==> src/rtl/sar_rd_pkg.sv <==
package sar_rd_pkg;
  typedef enum logic [2:0] {
    ST_IDLE,
    ST_CNV,
    ST_HOLD,
    ST_WATCH,
    ST_READ
  } rd_state_t;
endpackage

==> src/rtl/sar_rd_sync.sv <==
module sar_rd_sync #(
  parameter int STAGES = 2,
  parameter logic RST_VAL = 1'b1
) (
  input  logic clk,
  input  logic rst,
  input  logic d_i,
  output logic q_o
);
  logic [STAGES-1:0] pipe_q;

  generate
    if (STAGES == 1) begin : g_one
      always_ff @(posedge clk) begin
        if (rst) pipe_q <= {STAGES{RST_VAL}};
        else     pipe_q <= d_i;
      end
    end else begin : g_many
      always_ff @(posedge clk) begin
        if (rst) pipe_q <= {STAGES{RST_VAL}};
        else     pipe_q <= {pipe_q[STAGES-2:0], d_i};
      end
    end
  endgenerate

  assign q_o = pipe_q[STAGES-1];
endmodule

==> src/rtl/sar_rd_timer.sv <==
module sar_rd_timer #(
  parameter int CNT_W = 8
) (
  input  logic             clk,
  input  logic             rst,
  input  logic             load_i,
  input  logic [CNT_W-1:0] load_val_i,
  output logic             expired_o
);
  logic [CNT_W-1:0] cnt_q;

  always_ff @(posedge clk) begin
    if (rst)                cnt_q <= '0;
    else if (load_i)        cnt_q <= load_val_i;
    else if (cnt_q != '0)   cnt_q <= cnt_q - 1'b1;
  end

  assign expired_o = (cnt_q == '0);
endmodule

==> src/rtl/sar_rd_shifter.sv <==
module sar_rd_shifter #(
  parameter int DATA_W   = 18,
  parameter int HALF_CYC = 4,
  parameter bit EXTRA_CLK = 1'b1
) (
  input  logic              clk,
  input  logic              rst,
  input  logic              go_i,
  input  logic              sdo_i,
  output logic              sck_o,
  output logic              done_o,
  output logic [DATA_W-1:0] data_o
);
  localparam int N_PULSE = DATA_W + (EXTRA_CLK ? 1 : 0);
  localparam int N_TOG   = 2 * N_PULSE;
  localparam int TOG_W   = $clog2(N_TOG + 1);
  localparam int PH_W    = $clog2(HALF_CYC + 1);
  localparam logic [PH_W-1:0]  PH_LAST  = PH_W'(HALF_CYC - 1);
  localparam logic [TOG_W-1:0] TOG_LAST = TOG_W'(N_TOG - 1);
  localparam logic [TOG_W-1:0] CAP_END  = TOG_W'(2 * DATA_W);

  logic              active_q;
  logic              sck_q;
  logic              done_q;
  logic [PH_W-1:0]   ph_q;
  logic [TOG_W-1:0]  tog_q;
  logic [DATA_W-1:0] data_q;

  always_ff @(posedge clk) begin
    if (rst) begin
      active_q <= 1'b0;
      sck_q    <= 1'b1;
      done_q   <= 1'b0;
      ph_q     <= '0;
      tog_q    <= '0;
      data_q   <= '0;
    end else begin
      done_q <= 1'b0;
      if (!active_q) begin
        if (go_i) begin
          active_q <= 1'b1;
          ph_q     <= '0;
          tog_q    <= '0;
        end
      end else if (ph_q == PH_LAST) begin
        ph_q  <= '0;
        sck_q <= ~sck_q;
        tog_q <= tog_q + 1'b1;
        // odd toggles are rising edges; capture only for the data bits
        if (tog_q[0] && (tog_q < CAP_END))
          data_q <= {data_q[DATA_W-2:0], sdo_i};
        if (tog_q == TOG_LAST) begin
          active_q <= 1'b0;
          done_q   <= 1'b1;
        end
      end else begin
        ph_q <= ph_q + 1'b1;
      end
    end
  end

  assign sck_o  = sck_q;
  assign done_o = done_q;
  assign data_o = data_q;
endmodule

==> src/rtl/sar_busy_reader.sv <==
module sar_busy_reader
  import sar_rd_pkg::*;
#(
  parameter int DATA_W            = 18,
  parameter int CNV_HIGH_CYC      = 4,
  parameter int CONV_MAX_CYC      = 40,
  parameter int READY_TIMEOUT_CYC = 100,
  parameter int SCK_HALF_CYC      = 4,
  parameter bit EXTRA_CLK         = 1'b1,
  parameter int SYNC_STAGES       = 2
) (
  input  logic              clk,
  input  logic              rst,
  input  logic              start_i,
  input  logic              adc_sdo_i,
  output logic              adc_cnv_o,
  output logic              adc_sck_o,
  output logic              busy_o,
  output logic [DATA_W-1:0] result_o,
  output logic              result_valid_o,
  output logic              timeout_o
);
  localparam int MAX_AB  = (CNV_HIGH_CYC > CONV_MAX_CYC) ? CNV_HIGH_CYC : CONV_MAX_CYC;
  localparam int TMR_MAX = (MAX_AB > READY_TIMEOUT_CYC) ? MAX_AB : READY_TIMEOUT_CYC;
  localparam int TMR_W   = $clog2(TMR_MAX + 1);

  rd_state_t         state_q, state_d;
  logic              cnv_q;
  logic              vld_q;
  logic              tmo_q;
  logic [DATA_W-1:0] res_q;

  logic              sdo_s;
  logic              tmr_load;
  logic [TMR_W-1:0]  tmr_val;
  logic              tmr_exp;
  logic              rd_go;
  logic              sh_done;
  logic [DATA_W-1:0] sh_data;

  sar_rd_sync #(.STAGES(SYNC_STAGES), .RST_VAL(1'b1)) u_sync (
    .clk(clk), .rst(rst), .d_i(adc_sdo_i), .q_o(sdo_s)
  );

  sar_rd_timer #(.CNT_W(TMR_W)) u_timer (
    .clk(clk), .rst(rst), .load_i(tmr_load), .load_val_i(tmr_val),
    .expired_o(tmr_exp)
  );

  sar_rd_shifter #(
    .DATA_W(DATA_W), .HALF_CYC(SCK_HALF_CYC), .EXTRA_CLK(EXTRA_CLK)
  ) u_shift (
    .clk(clk), .rst(rst), .go_i(rd_go), .sdo_i(sdo_s),
    .sck_o(adc_sck_o), .done_o(sh_done), .data_o(sh_data)
  );

  always_comb begin
    state_d  = state_q;
    tmr_load = 1'b0;
    tmr_val  = '0;
    rd_go    = 1'b0;
    unique case (state_q)
      ST_IDLE: if (start_i) begin
        tmr_load = 1'b1;
        tmr_val  = TMR_W'(CNV_HIGH_CYC - 1);
        state_d  = ST_CNV;
      end
      ST_CNV: if (tmr_exp) begin
        tmr_load = 1'b1;
        tmr_val  = TMR_W'(CONV_MAX_CYC - 1);
        state_d  = ST_HOLD;
      end
      ST_HOLD: if (tmr_exp) begin
        tmr_load = 1'b1;
        tmr_val  = TMR_W'(READY_TIMEOUT_CYC - 1);
        state_d  = ST_WATCH;
      end
      ST_WATCH: begin
        if (!sdo_s) begin
          rd_go   = 1'b1;
          state_d = ST_READ;
        end else if (tmr_exp) begin
          state_d = ST_IDLE;
        end
      end
      ST_READ: if (sh_done) state_d = ST_IDLE;
      default: state_d = ST_IDLE;
    endcase
  end

  always_ff @(posedge clk) begin
    if (rst) begin
      state_q <= ST_IDLE;
      cnv_q   <= 1'b0;
      vld_q   <= 1'b0;
      tmo_q   <= 1'b0;
      res_q   <= '0;
    end else begin
      state_q <= state_d;
      vld_q   <= sh_done;
      tmo_q   <= (state_q == ST_WATCH) && sdo_s && tmr_exp;
      if (sh_done) res_q <= sh_data;
      if (state_q == ST_IDLE && start_i)   cnv_q <= 1'b1;
      else if (state_q == ST_CNV && tmr_exp) cnv_q <= 1'b0;
    end
  end

  assign adc_cnv_o      = cnv_q;
  assign busy_o         = (state_q != ST_IDLE);
  assign result_o       = res_q;
  assign result_valid_o = vld_q;
  assign timeout_o      = tmo_q;
endmodule

==> config.mk <==
export PLATFORM = sky130hd
export DESIGN_NAME = sar_busy_reader
export DESIGN_NICKNAME = d
export VERILOG_FILES = /design/src/rtl/sar_rd_pkg.sv /design/src/rtl/sar_rd_sync.sv /design/src/rtl/sar_rd_timer.sv /design/src/rtl/sar_rd_shifter.sv /design/src/rtl/sar_busy_reader.sv
export SDC_FILE = /design/constraint.sdc
export NUM_CORES = 1
export LEC_CHECK = 0
export BUFFER_PORTS_ARGS = -buffer_cell sky130_fd_sc_hd__buf_2
export CORE_MARGIN = 5
export CORE_UTILIZATION = 45
export CTS_CLUSTER_SIZE = 20
export DETAILED_ROUTE_END_ITERATION = 7
export HOLD_SLACK_MARGIN = 0.08
export MAX_ROUTING_LAYER = met4
export PLACE_DENSITY = 0.71
export SYNTH_ARGS = -nofsm -noshare
export SYNTH_HDL_FRONTEND = slang
export SYNTH_HIERARCHICAL = 1
export SYNTH_SLANG_ARGS = --single-unit
export TNS_END_PERCENT = 5
==> constraint.sdc <==
create_clock -name clk -period 2 [get_ports clk]
set_input_delay 0.3 -clock clk [delete_from_list [all_inputs] [get_ports clk]]
set_output_delay 0.3 -clock clk [all_outputs]
set_load 0.05 [all_outputs]
### After elaboration in Yosys (flattened, before gate mapping)

Index checks and enable logic that the tools add are counted.

| storage, ports and cells | value |
|---|---|
| bits in registers | 63 |
| bits of input ports | 4 |
| output and inout port bits | 23 |
| logic and storage cells | 81 |

| cells by class | value |
|---|---|
| add/sub/neg operators | 3 |
| order comparisons | 1 |
| equal/unequal tests | 12 |
| multiplexer cells | 31 |
| bitwise logic cells | 3 |
| reduce and logical (&&, ||, !) cells | 18 |

Operator list:

| operator | count |
|---|---|
| 2-to-1 mux 3 bit | 9 |
| 2-to-1 mux 6 bit | 4 |
| 2-to-1 mux 7 bit | 3 |
| case mux 7 bit (3 select lines) | 1 |
| case mux 3 bit (5 select lines) | 1 |
| 2-to-1 mux 1 bit | 11 |
| == test 3 x 2 -> 1 bit (second input constant) | 3 |
| inequality test 2 bit (second input constant) | 4 |
| logical NOT 7 bit | 1 |
| nonzero test 7 bit | 1 |
| subtractor 7 x 1 -> 7 bit (second input constant) | 1 |
| adder 6 x 1 -> 6 bit (second input constant) | 1 |
| == test 6 bit (second input constant) | 1 |
| < comparator 6 bit (second input constant) | 1 |
| nonzero test 2 bit | 3 |
| logical AND 1 bit | 5 |
| AND reduction 5 bit | 1 |
| AND reduction 2 bit | 2 |
| adder 3 x 1 -> 3 bit (second input constant) | 1 |
| == test 3 x 1 -> 1 bit (second input constant) | 1 |
| == test 3 bit (second input constant) | 1 |
| logical NOT 3 bit | 1 |
| inequality test 3 bit (second input constant) | 1 |
| NOT 1 bit | 3 |
| 7 further kinds | 7 |

### Depth between registers and ports, before layout

| depth | value |
|---|---|
| depth in word-level cells | 4 |
| mapped depth | 11 |
| depth with buffers taken out | 9 |

### Modules after synthesis

Netlist, hierarchy kept.

Modules (own cells, without submodules):

| module | instances | cells each | area each (µm²) | seq. area each (µm²) |
|---|---|---|---|---|
| sar_rd_shifter | 1 | 123 | 1238.7 | 600.6 |
| sar_busy_reader | 1 | 99 | 1016.0 | 480.5 |
| sar_rd_timer | 1 | 47 | 399.1 | 140.1 |
| sar_rd_sync | 1 | 4 | 52.6 | 40.0 |

### Worst setup path after synthesis

Ideal clock, no wire load.

| timing path | value |
|---|---|
| path kind | reg2reg |
| start | register u_timer.cnt_q[0] |
| end | register u_timer.cnt_q[5] |
| setup time | 0.075 ns |
| data arrival time | 1.867 ns |
| data required time | 1.925 ns |
| slack | 0.059 ns |
| stages on the path, launching flop included | 11 |
| path buffers | 1 |
| clock period less this slack | 1.941 ns |
| cell sequence | dfxtp_1 > inv_1 > ha_1 > and4b_1 > buf_6 > nand2_1 > o21ai_1 > o21a_1 > or2_2 > or2_2 > o22ai_1 |

| on the way | value |
|---|---|
| longest elaborated chain between the ends | 4 |
| elaborated cells between the ends (all ways) | 11 |
| classes of those cells | add/sub: 1; mux: 7; reduce/logical: 3 |

RTL lines:

| what | RTL line | RTL |
|---|---|---|
| start: declaration | sar_rd_timer.sv:10 | `logic [CNT_W-1:0] cnt_q;` |
| start signal: assignment | sar_rd_timer.sv:14 | `else if (load_i) cnt_q <= load_val_i;` |
| start signal: assignment | sar_rd_timer.sv:15 | `else if (cnt_q != '0) cnt_q <= cnt_q - 1'b1;` |
| logical NOT 7 bit (*) | sar_rd_timer.sv:18 | `assign expired_o = (cnt_q == '0);` |
| via tmr_exp | sar_busy_reader.sv:36 | `logic tmr_exp;` |
| 2-to-1 mux 1 bit (*) | sar_busy_reader.sv:68, sar_busy_reader.sv:73 |  |
| case mux 1 bit (2 select lines) (*) | sar_busy_reader.sv:62 | `unique case (state_q)` |
| via tmr_load | sar_busy_reader.sv:34 | `logic tmr_load;` |
| 2-to-1 mux 7 bit / nonzero test 2 bit (equally long branches) | - |  |

The timed path passes the listed nets; every way through them passes the cells marked *. The select of a mux whose other input is x is not followed.
A chain may end at the register's enable or synchronous reset.

### Worst setup path after layout

| timing path | value |
|---|---|
| start | register u_timer.cnt_q[0] |
| end | register u_timer.cnt_q[2] |

Same word-level chain as after synthesis.

==> results.toml <==
[run_status]
status = "finished, final reports clean"

[floorplanning]
initial_utilization = 0.460
rows = 28
dieArea_um2 = 7670
ioPinCount = 27
die_width_um = 87.6
die_h_um = 87.6
core_um2 = 5890

[yosys]
synth_ff_type = "dfxtp_1"
seq_area_frac_synth = 0.466
yosys_warnings = 6
async_flop_share = 0
syn_area_per_cell_um2 = 9.91
ys_types = 51
synth-seq-cells = 63
syn-instance-count = 273
synth_area_um2 = 2710
synth_edf_count = 0

[placed_design]
place_congestion = 0.784
hpwl_mm = 3.42
place_ws_ns = -0.0114
portBuffers = 26
placement.cell_area_um2 = 2880

[final_layout]
areaGrowthSynthToFinish_pct = 14.7
layout_commonest_cell = "dfxtp_1"
stdcell_area_um2 = 3100
antenna_cells = 0
drive_above_1_share = 0.241
num-nets-final = 315
most-common-layout-cells = "dfxtp_1, mux2i_1, nand2_1, nor2_1, buf_2"

[grt]
grt_pass1_vias = 1914
grt_max_degree = 25
antenna_found_initial = 0
grt_overflow_total = 0
grt_use_total = 0.150
grt_pass1_wl_mm = 8.81

[critical_path]
crit_chain = "inv_1, ha_1, and4b_2, nand2b_1, a21oi_1, o21a_1, buf_4, or3_4, a21oi_2"
start_kind = "register"
slowest_stage = "or3_4"
critical_path_class = "reg -> reg"
cp_max_fo = 10
crit_family = "simple AND/OR/NAND/NOR gates"
critPathMaxStageDelay_ns = 0.39
crit_arrival_ns = 2.20
worst_ep_required_time_ns = 2.27
worst_setup_path_end_kind = "register"
cp_num_buf_inv = 2

[flow_run]
maxCapViolations = 0

[detailed_routing]
drcViolationCount = 0
drt_pre_antenna_iters = 4
drtIter0Drc = 95
final_antenna_net_count = 0
routedWlPerCell_um = 13.3
vias = 1955
viasPerCell = 5.06
drt_wl_total_mm = 5.15

[timing]
worst_pin_slew_ns = 0.749
finalCriticalPeriod_ns = 1.93
setup_viol = 0
setup_ws_ns = 0.0732
hold_violations = 0
fmax_mhz = 519
max_slew_margin = 0.500
clock_skew_ns = 0.0141
setup_tns_ns = 0
post-route-period-util = 0.963
maxSlewViolCount = 0

[cts]
ctsLongestPathBuffers = 2
path_clk_slew_ns = 0.07
clock_latency_ns = 0.33
cts_tree = "built"
cts_root_buf = "clkbuf_8"
cts_sinks = 63
cts_max_level = 3
cts_buffers = 9

[pwr]
ir_drop_mv = 0.700
leakage_nw = 1.21
p_per_area_nw_per_um2 = 1150
power_w = 0.00356

[min_path]
hold_path_class = "in -> reg"
==> per-layer routing <==
layer	track usage	vias to the layer above	part of all wire	wire [um]
met5	-	-	0	0
met4	0.0628	0	0.011	55
met3	0.0423	4	0.029	150
met2	0.231	25	0.47	2420
met1	0.184	922	0.49	2520
li1	-	1004	-	-
==> report_power, final <==
part	internal [W]	switching, W
clock network	0.000520	0.000490
logic	0.000523	0.000575
registers	0.00135	0.0000991
==> area by class of cell <==
cell class	count	area, um2
Timing Repair Buffer	37	213
Inverter	7	26.3
Clock buffer	12	155
Sequential cell	63	1260
Fill cell	543	2780
Clock inverter	4	28.8
Tap cell	75	93.8
Multi-Input combinational cell	188	1320
==> flip-flops by register name, indices dropped and copies added, names as in the netlist <==
name / flops
state_q: 3
u_sync/pipe_q: 2
u_shift/sck_o: 1
adc_cnv_o: 1
u_timer/cnt_q: 7
u_shift/tog_q: 6
u_shift/data_o: 18
result_o: 18
result_valid_o: 1
u_shift/active_q: 1
u_shift/ph_q: 3
u_shift/done_o: 1
timeout_o: 1
==> worst reg2reg max path: cells and delay by family (launching register included) <==
| kind | cells | cell delay, ns |
|---|---|---|
| DFF | 1 | 0.32 |
| AOI/OAI and AO/OA | 3 | 0.36 |
| buffers and inverters | 2 | 0.23 |
| and+or+nand+nor | 3 | 0.74 |
| adders and majority gates | 1 | 0.20 |
==> what timing repair did <==
action	CTS	global route
setup buffers	0	1
pin swaps	1	2
setup endpoints to repair	3	4
cloned	0	0
hold buffers	0	0
gates resized for setup	4	5
==> cell families (layout without fill, tap and decap cells) <==
group | after synthesis | in the layout | share of synthesized area
DFF | 63 | 63 | 0.466
AOI/OAI and AO/OA | 28 | 28 | 0.0721
xor gates and xnor gates | 9 | 9 | 0.0291
other | 1 | 2 | 0.00139
muxes | 38 | 38 | 0.141
adders and majority gates | 5 | 5 | 0.0231
and+or+nand+nor | 106 | 106 | 0.210
buffers and inverters | 23 | 60 | 0.0569
==> worst paths after layout <==
check	startpoint	end	cells past startpoint	slack, ns
setup reg to reg	u_timer/cnt_q[0]$_SDFFE_PP0P_	u_timer/cnt_q[2]$_SDFFE_PP0P_	9	0.07
setup / recovery	u_timer/cnt_q[0]$_SDFFE_PP0P_	u_timer/cnt_q[2]$_SDFFE_PP0P_	9	0.07
hold reg to reg	u_sync/pipe_q[0]$_SDFF_PP1_	u_sync/pipe_q[1]$_SDFF_PP1_	1	0.40
hold / removal	adc_sdo_i	u_sync/pipe_q[0]$_SDFF_PP1_	2	0.17
==> cell usage after synthesis (all sizes together), types with 3 or more instances <==
library cell | n | area (um2)
nand2 | 38 | 145
nand2b | 4 | 25.0
a21oi | 10 | 53.8
ha | 5 | 62.6
xnor2 | 6 | 52.6
inv | 7 | 26.3
nand3 | 3 | 15.0
o22ai | 4 | 25.0
mux2i | 37 | 370
or3 | 6 | 37.5
or2 | 5 | 31.3
nor4 | 3 | 31.3
nor3 | 9 | 66.3
buf | 14 | 120
xor2 | 3 | 26.3
nor2 | 26 | 97.6
dfxtp | 63 | 1260
==> per-stage QoR <==
step / util / instances / hold WS [ns]
finish: 0.527 / 386 / 0.173
global route: 0.527 / 386 / 0.160
CTS: 0.523 / 385 / 0.158
detailed placement: 0.490 / 369 / 0.393
global placement: 0.490 / 369 / 0.390
floorplan: - / 274 / 0.372
No activity file was read; power rests on OpenSTA's default activity.
